[src/rtl/i2c_wreg_pkg.sv]
package i2c_wreg_pkg;
  typedef enum logic [1:0] {
    PH_IDLE,
    PH_ADDR,
    PH_SUB,
    PH_DATA
  } phase_e;
endpackage

[src/rtl/i2c_line_sync.sv]
module i2c_line_sync (
  input  logic clk_i,
  input  logic rst_ni,
  input  logic line_i,
  output logic lvl_o,
  output logic rise_o,
  output logic fall_o
);
  logic [2:0] pipe_q;

  always_ff @(posedge clk_i or negedge rst_ni) begin
    if (!rst_ni) pipe_q <= 3'b111;
    else         pipe_q <= {pipe_q[1:0], line_i};
  end

  assign lvl_o  = pipe_q[1];
  assign rise_o = pipe_q[1] & ~pipe_q[2];
  assign fall_o = ~pipe_q[1] & pipe_q[2];
endmodule

[src/rtl/i2c_wreg_fsm.sv]
module i2c_wreg_fsm
  import i2c_wreg_pkg::*;
#(
  parameter logic [6:0] DEV_ADDR = 7'b1000001,
  parameter int         NUM_REGS = 16,
  localparam int        AW       = $clog2(NUM_REGS),
  localparam int        PTR_W    = AW + 1
) (
  input  logic             clk_i,
  input  logic             rst_ni,
  input  logic             sda_lvl_i,
  input  logic             scl_rise_i,
  input  logic             scl_fall_i,
  input  logic             start_i,
  input  logic             stop_i,
  output logic             sda_pd_o,
  output logic             we_o,
  output logic [AW-1:0]    waddr_o,
  output logic [7:0]       wdata_o,
  output logic [PTR_W-1:0] ptr_o
);
  localparam logic [7:0]       NREG8 = 8'(NUM_REGS);
  localparam logic [PTR_W-1:0] NREGP = PTR_W'(NUM_REGS);

  phase_e           phase_q;
  logic [3:0]       bit_cnt_q;
  logic [7:0]       shreg_q;
  logic             ack_slot_q;
  logic             accept;
  phase_e           next_ph;

  always_comb begin
    accept  = 1'b0;
    next_ph = PH_IDLE;
    unique case (phase_q)
      PH_ADDR: begin accept = (shreg_q == {DEV_ADDR, 1'b0}); next_ph = PH_SUB;  end
      PH_SUB:  begin accept = (shreg_q < NREG8);             next_ph = PH_DATA; end
      PH_DATA: begin accept = (ptr_o < NREGP);               next_ph = PH_DATA; end
      default: begin accept = 1'b0;                          next_ph = PH_IDLE; end
    endcase
  end

  always_ff @(posedge clk_i or negedge rst_ni) begin
    if (!rst_ni) begin
      phase_q    <= PH_IDLE;
      bit_cnt_q  <= '0;
      shreg_q    <= '0;
      ack_slot_q <= 1'b0;
      sda_pd_o   <= 1'b0;
      we_o       <= 1'b0;
      waddr_o    <= '0;
      wdata_o    <= '0;
      ptr_o      <= '0;
    end else begin
      we_o <= 1'b0;
      if (start_i) begin
        phase_q    <= PH_ADDR;
        bit_cnt_q  <= '0;
        ack_slot_q <= 1'b0;
        sda_pd_o   <= 1'b0;
      end else if (stop_i) begin
        phase_q    <= PH_IDLE;
        bit_cnt_q  <= '0;
        ack_slot_q <= 1'b0;
        sda_pd_o   <= 1'b0;
      end else if (phase_q != PH_IDLE) begin
        if (scl_rise_i && !ack_slot_q && bit_cnt_q < 4'd8) begin
          shreg_q   <= {shreg_q[6:0], sda_lvl_i};
          bit_cnt_q <= bit_cnt_q + 4'd1;
        end else if (scl_fall_i) begin
          if (ack_slot_q) begin
            // end of acknowledge clock
            ack_slot_q <= 1'b0;
            sda_pd_o   <= 1'b0;
            bit_cnt_q  <= '0;
            phase_q    <= next_ph;
          end else if (bit_cnt_q == 4'd8) begin
            bit_cnt_q <= '0;
            if (accept) begin
              ack_slot_q <= 1'b1;
              sda_pd_o   <= 1'b1;
              if (phase_q == PH_SUB) ptr_o <= shreg_q[PTR_W-1:0];
              if (phase_q == PH_DATA) begin
                we_o    <= 1'b1;
                waddr_o <= ptr_o[AW-1:0];
                wdata_o <= shreg_q;
                ptr_o   <= ptr_o + 1'b1;
              end
            end else begin
              phase_q <= PH_IDLE;
            end
          end
        end
      end
    end
  end
endmodule

[src/rtl/i2c_wreg_bank.sv]
module i2c_wreg_bank #(
  parameter int                     NUM_REGS = 16,
  parameter logic [NUM_REGS*8-1:0]  RST_VAL  = '0,
  parameter logic [NUM_REGS*8-1:0]  WR_MASK  = '1,
  localparam int                    AW       = $clog2(NUM_REGS)
) (
  input  logic                  clk_i,
  input  logic                  rst_ni,
  input  logic                  we_i,
  input  logic [AW-1:0]         waddr_i,
  input  logic [7:0]            wdata_i,
  output logic [NUM_REGS*8-1:0] regs_o
);
  for (genvar i = 0; i < NUM_REGS; i++) begin : g_reg
    always_ff @(posedge clk_i or negedge rst_ni) begin
      if (!rst_ni)
        regs_o[i*8 +: 8] <= RST_VAL[i*8 +: 8] & WR_MASK[i*8 +: 8];
      else if (we_i && waddr_i == AW'(i))
        regs_o[i*8 +: 8] <= wdata_i & WR_MASK[i*8 +: 8];
    end
  end
endmodule

[src/rtl/i2c_wreg_slave.sv]
module i2c_wreg_slave #(
  parameter logic [6:0]             DEV_ADDR = 7'b1000001,
  parameter int                     NUM_REGS = 16,
  parameter logic [NUM_REGS*8-1:0]  RST_VAL  = {96'h0, 8'h37, 24'h0},
  parameter logic [NUM_REGS*8-1:0]  WR_MASK  = {32'hFFFF_FFFF, 8'h7F,
                                                80'hFFFF_FFFF_FFFF_FFFF_FFFF, 8'h1F}
) (
  input  logic                  clk_i,
  input  logic                  rst_ni,
  input  logic                  scl_i,
  input  logic                  sda_i,
  output logic                  sda_pd_o,
  output logic [NUM_REGS*8-1:0] regs_o
);
  localparam int AW    = $clog2(NUM_REGS);
  localparam int PTR_W = AW + 1;

  logic scl_lvl, scl_rise, scl_fall;
  logic sda_lvl, sda_rise, sda_fall;
  logic start_det, stop_det;
  logic             wr_en;
  logic [AW-1:0]    wr_addr;
  logic [7:0]       wr_data;
  logic [PTR_W-1:0] wr_ptr;

  i2c_line_sync u_scl_sync (
    .clk_i, .rst_ni, .line_i(scl_i),
    .lvl_o(scl_lvl), .rise_o(scl_rise), .fall_o(scl_fall)
  );
  i2c_line_sync u_sda_sync (
    .clk_i, .rst_ni, .line_i(sda_i),
    .lvl_o(sda_lvl), .rise_o(sda_rise), .fall_o(sda_fall)
  );

  assign start_det = scl_lvl & sda_fall;
  assign stop_det  = scl_lvl & sda_rise;

  i2c_wreg_fsm #(.DEV_ADDR(DEV_ADDR), .NUM_REGS(NUM_REGS)) u_fsm (
    .clk_i, .rst_ni,
    .sda_lvl_i(sda_lvl), .scl_rise_i(scl_rise), .scl_fall_i(scl_fall),
    .start_i(start_det), .stop_i(stop_det),
    .sda_pd_o, .we_o(wr_en), .waddr_o(wr_addr), .wdata_o(wr_data), .ptr_o(wr_ptr)
  );

  i2c_wreg_bank #(.NUM_REGS(NUM_REGS), .RST_VAL(RST_VAL), .WR_MASK(WR_MASK)) u_bank (
    .clk_i, .rst_ni, .we_i(wr_en), .waddr_i(wr_addr), .wdata_i(wr_data), .regs_o
  );
endmodule

[config.mk]
export PLATFORM = sky130hd
export DESIGN_NAME = i2c_wreg_slave
export DESIGN_NICKNAME = d
export VERILOG_FILES = /design/src/rtl/i2c_wreg_pkg.sv /design/src/rtl/i2c_line_sync.sv /design/src/rtl/i2c_wreg_fsm.sv /design/src/rtl/i2c_wreg_bank.sv /design/src/rtl/i2c_wreg_slave.sv
export SDC_FILE = /design/constraint.sdc
export NUM_CORES = 1
export LEC_CHECK = 0
export ABC_AREA = 1
export BUFFER_PORTS_ARGS = -buffer_cell sky130_fd_sc_hd__buf_2
export CORE_MARGIN = 10
export CORE_UTILIZATION = 54
export DETAILED_ROUTE_END_ITERATION = 8
export PLACE_DENSITY = 0.79
export SETUP_SLACK_MARGIN = 0.4
export SLEW_MARGIN = 20
export SYNTH_ARGS = -nofsm -noshare
export SYNTH_HDL_FRONTEND = slang
export SYNTH_SLANG_ARGS = --single-unit
[constraint.sdc]
create_clock -name clk_i -period 2 [get_ports clk_i]
set_input_delay 0.1 -clock clk_i [delete_from_list [all_inputs] [get_ports clk_i]]
set_output_delay 0.1 -clock clk_i [all_outputs]
set_load 0.1 [all_outputs]
==> impl_metrics.prom <==
# TYPE chip_impl_metric gauge
chip_impl_metric{name="final.fill_count",unit=""} 840
chip_impl_info{name="reg2reg_from",value="u_fsm.waddr_o[2]"} 1
chip_impl_metric{name="timing_hold_violations_final",unit=""} 0
chip_impl_metric{name="grt_pass1_vias",unit=""} 5130
chip_impl_metric{name="ctsHtreeMaxLevel",unit=""} 4
chip_impl_metric{name="gp_congestion",unit=""} 0.921
chip_impl_metric{name="worstPathMaxFanout",unit=""} 16
chip_impl_metric{name="fin_total_pwr",unit="mW"} 6.66
chip_impl_metric{name="viasPerCell",unit=""} 5.53
chip_impl_metric{name="fmaxAchievable",unit="MHz"} 622
chip_impl_metric{name="cts.clk_slew.worst_paths",unit="ns"} 0.06
chip_impl_metric{name="num_vias",unit=""} 5277
chip_impl_info{name="critical-path-top-delay-family",value="simple AND/OR/NAND/NOR gates"} 1
chip_impl_metric{name="die-height",unit="um"} 128
chip_impl_metric{name="avgSynthCellArea",unit="sq um"} 9.55
chip_impl_info{name="layout_commonest_cell",value="nand2_1"} 1
chip_impl_info{name="cpMostUsedCell",value="nand2_1"} 1
chip_impl_metric{name="worst-r2r-setup-slack",unit="ns"} 0.39
chip_impl_info{name="largest_area_contributor_in_the_netlist",value="dfrtp_1"} 1
chip_impl_metric{name="cellPowerDensity",unit="mW/mm^2"} 848
chip_impl_metric{name="worst_ep_arrival_time",unit="ns"} 1.87
chip_impl_metric{name="syn_area",unit="sq mm"} 0.00634
chip_impl_metric{name="clkSinkCount",unit=""} 164
chip_impl_metric{name="die_w",unit="um"} 128
chip_impl_metric{name="placed_area",unit="sq mm"} 0.00711
chip_impl_metric{name="clock_tree.buffer_depth",unit=""} 2
chip_impl_metric{name="post_route_cells_drive_above_1_share",unit="%"} 25.9
chip_impl_metric{name="wl_per_cell",unit="um"} 17.3
chip_impl_metric{name="overflow",unit=""} 0
chip_impl_metric{name="worstMarginPinSlew",unit="ns"} 0.723
chip_impl_metric{name="clock_latency",unit="ns"} 0.42
chip_impl_metric{name="timing_max_transition_violations_final",unit=""} 0
chip_impl_metric{name="layoutNonFillerInstCount",unit=""} 954
chip_impl_info{name="hp-class",value="input port to async pin"} 1
chip_impl_info{name="commonest_cells_after_routing_fill_and_taps_aside",value="nand2_1, dfrtp_1, buf_2"} 1
chip_impl_metric{name="grtUsageTotal",unit="%"} 19.5
chip_impl_metric{name="setup_viol",unit=""} 0
chip_impl_metric{name="total_leakage_power",unit="nW"} 4.05
chip_impl_metric{name="final_min_period_over_clock_period",unit="%"} 80.3
chip_impl_metric{name="grt_antenna_before_repair",unit=""} 0
chip_impl_metric{name="drtIter0Drc",unit=""} 605
chip_impl_metric{name="grt_first_pass_wirelength",unit="um"} 25800
chip_impl_metric{name="synth-seq-area-share",unit="%"} 64.9
chip_impl_metric{name="post_synth_inst_count",unit=""} 664
chip_impl_metric{name="timing.setup.tns",unit="ns"} 0
chip_impl_metric{name="num_antenna_cells",unit=""} 0
chip_impl_metric{name="residual_drc_count",unit=""} 0
chip_impl_metric{name="design.core.area",unit="sq mm"} 0.0115
chip_impl_metric{name="initial_utilization",unit="%"} 55.3
chip_impl_metric{name="design.portCount",unit=""} 133
chip_impl_metric{name="routed_wl",unit="um"} 16500
chip_impl_info{name="worst_path_max_delay_cell",value="dfrtp_1"} 1
chip_impl_metric{name="timing.slew.headroom",unit="%"} 51.8
chip_impl_info{name="clock-root-buffer",value="clkbuf_16"} 1
chip_impl_metric{name="yosys.cell_types.count",unit=""} 22
chip_impl_info{name="yosys-top-cells-area",value="dfrtp_1, nand2_1, o21ai_0, dfstp_2, nor2_1"} 1
chip_impl_info{name="cp-end-kind",value="flop"} 1
chip_impl_info{name="clock_tree_from_tritoncts",value="done"} 1
chip_impl_metric{name="place.detailed.instances",unit=""} 913
chip_impl_metric{name="synth-warning-count",unit=""} 0
chip_impl_metric{name="std_cell_rows",unit=""} 39
chip_impl_metric{name="numPortBuffers",unit=""} 128
chip_impl_info{name="crit_type",value="flop to flop"} 1
chip_impl_metric{name="critical_path_required",unit="ns"} 2.27
chip_impl_metric{name="yosysTopAreaCellShare",unit="%"} 60.4
chip_impl_metric{name="clock_skew",unit="ns"} 0.00747
chip_impl_metric{name="cp.buffers_inverters",unit=""} 1
chip_impl_metric{name="die-area",unit="sq mm"} 0.0165
chip_impl_metric{name="ir_worst_vdd",unit="mV"} 1.02
chip_impl_metric{name="utilization",unit="%"} 68.5
chip_impl_info{name="critPathLaunchType",value="flop"} 1
chip_impl_metric{name="grt_max_degree",unit=""} 59
chip_impl_metric{name="synth.ff_latch_count",unit=""} 164
chip_impl_info{name="status",value="completed"} 1
chip_impl_metric{name="postRouteAntennaNets",unit=""} 0
chip_impl_metric{name="design_area",unit="sq mm"} 0.00786
chip_impl_metric{name="firstDrtPassIters",unit=""} 5
chip_impl_metric{name="max_cap_viol_count",unit=""} 0
chip_impl_metric{name="area_growth_from_synthesis_to_layout",unit="%"} 23.9
chip_impl_metric{name="post_route_minimum_period",unit="ns"} 1.61
chip_impl_metric{name="detailedPlacementHpwl",unit="um"} 11200
chip_impl_info{name="unrepaired_setup_endpoints_after_global_routing",value="yes"} 1
chip_impl_metric{name="nets",unit=""} 805
chip_impl_info{name="crit_path_cell_trace",value="inv_1 > nor3_2 > nand2_1 > nand2_1 > o21ai_0"} 1
chip_impl_metric{name="cpPeakStageDelay",unit="ns"} 0.40
chip_impl_metric{name="cts_buffers",unit=""} 17
chip_impl_info{name="worstSetupStartpoint",value="u_fsm.waddr_o[2]"} 1
==> timing repair <==
item                                   4_1_cts  5_1_grt
endpoints found under the hold margin       54        0
gates resized for setup                      5       40
pin swaps                                    0        3
buffers inserted                             0        4
hold buffers                                 3        0
gates cloned                                 0        2
setup endpoints to repair                   10      118
==> registers in the layout, summed over array words and instances, names as in the netlist <==
register and flops:
u_scl_sync.pipe_q 3, u_fsm.bit_cnt_q 4, u_fsm.sda_pd_o 1, u_bank.regs_o 124
u_sda_sync.pipe_q 3, u_fsm.wdata_o 8, u_fsm.waddr_o 4, u_fsm.we_o 1
u_fsm.ptr_o 5, u_fsm.shreg_q 8, u_fsm.ack_slot_q 1, u_fsm.phase_q 2
==> where the power goes <==
part	total [mW]	internal, mW	switching, mW
clock network	3.07	1.81	1.26
logic	0.220	0.0530	0.167
registers	3.37	3.35	0.0261
==> synth_stat cells <==
master,count
nand2_1,181
dfrtp_1,153
o21ai_0,124
nor2_1,50
inv_1,37
a21oi_1,28
clkbuf_1,23
nand3_1,23
dfstp_2,11
nand4_1,5
o21ai_1,5
buf_2,4
buf_4,4
ha_1,3
nor2_2,3
nor3_2,3
xnor2_1,2
conb_1,1
inv_2,1
mux2i_1,1
nand3_2,1
nor3_4,1
==> worst paths after layout <==
| check | end | depth (start not counted) |
|---|---|---|
| setup / recovery | u_bank.regs_o[107] | 5 |
| hold / removal | u_fsm.bit_cnt_q[0] | 2 |
| setup reg to reg | u_bank.regs_o[107] | 5 |
| hold reg to reg | u_sda_sync.pipe_q[1] | 0 |
| max in group asynchronous | u_bank.regs_o[71] | 3 |
| min in group clk_i | u_sda_sync.pipe_q[0] | 2 |
==> routing by layer <==
| layer | wire (um) | GRT usage, % | part of all wire (%) | vias to the layer above |
|---|---|---|---|---|
| met2 | 8000 | 31.1 | 49 | 221 |
| met5 | 0 | 0 | 0 | - |
| met4 | 318 | 7.48 | 1.9 | 0 |
| met3 | 1490 | 6.37 | 9.0 | 31 |
| met1 | 6680 | 24.2 | 41 | 2602 |
| li1 | - | - | - | 2423 |
==> stage by stage <==
stage	setup WS, ns	hold slack (ns)
floorplan	0.490	-0.196
global placement	0.404	0.0897
CTS	0.374	0.217
detailed placement	0.272	0.0976
global route	0.248	0.246
finish	0.393	0.207
==> layout make-up <==
type | count | area, sq um | share of cell area, %
multi-input combinational | 434 | 2040 | 26.0
timing repair buffer | 143 | 812 | 10.3
clock inverter | 8 | 78.8 | 1.00
clock buffer | 24 | 482 | 6.13
sequential | 164 | 4120 | 52.4
tap | 143 | 179 | 2.28
inverter | 38 | 148 | 1.88
==> cells by family (layout without fill, tap and decap cells) <==
logic type | count (synthesis) | after routing | share of synthesized area [%]
multiplexers | 1 | 1 | 0.158
flip-flops | 164 | 164 | 64.9
other | 1 | 4 | 0.0591
buffers and inverters | 69 | 213 | 4.40
adder cells (fa/ha/maj) | 3 | 3 | 0.592
AO/OA/AOI/OAI | 157 | 157 | 12.4
XOR/XNOR | 2 | 2 | 0.276
AND/OR/NAND/NOR | 267 | 267 | 17.2
(Power assumes the default switching activity.)
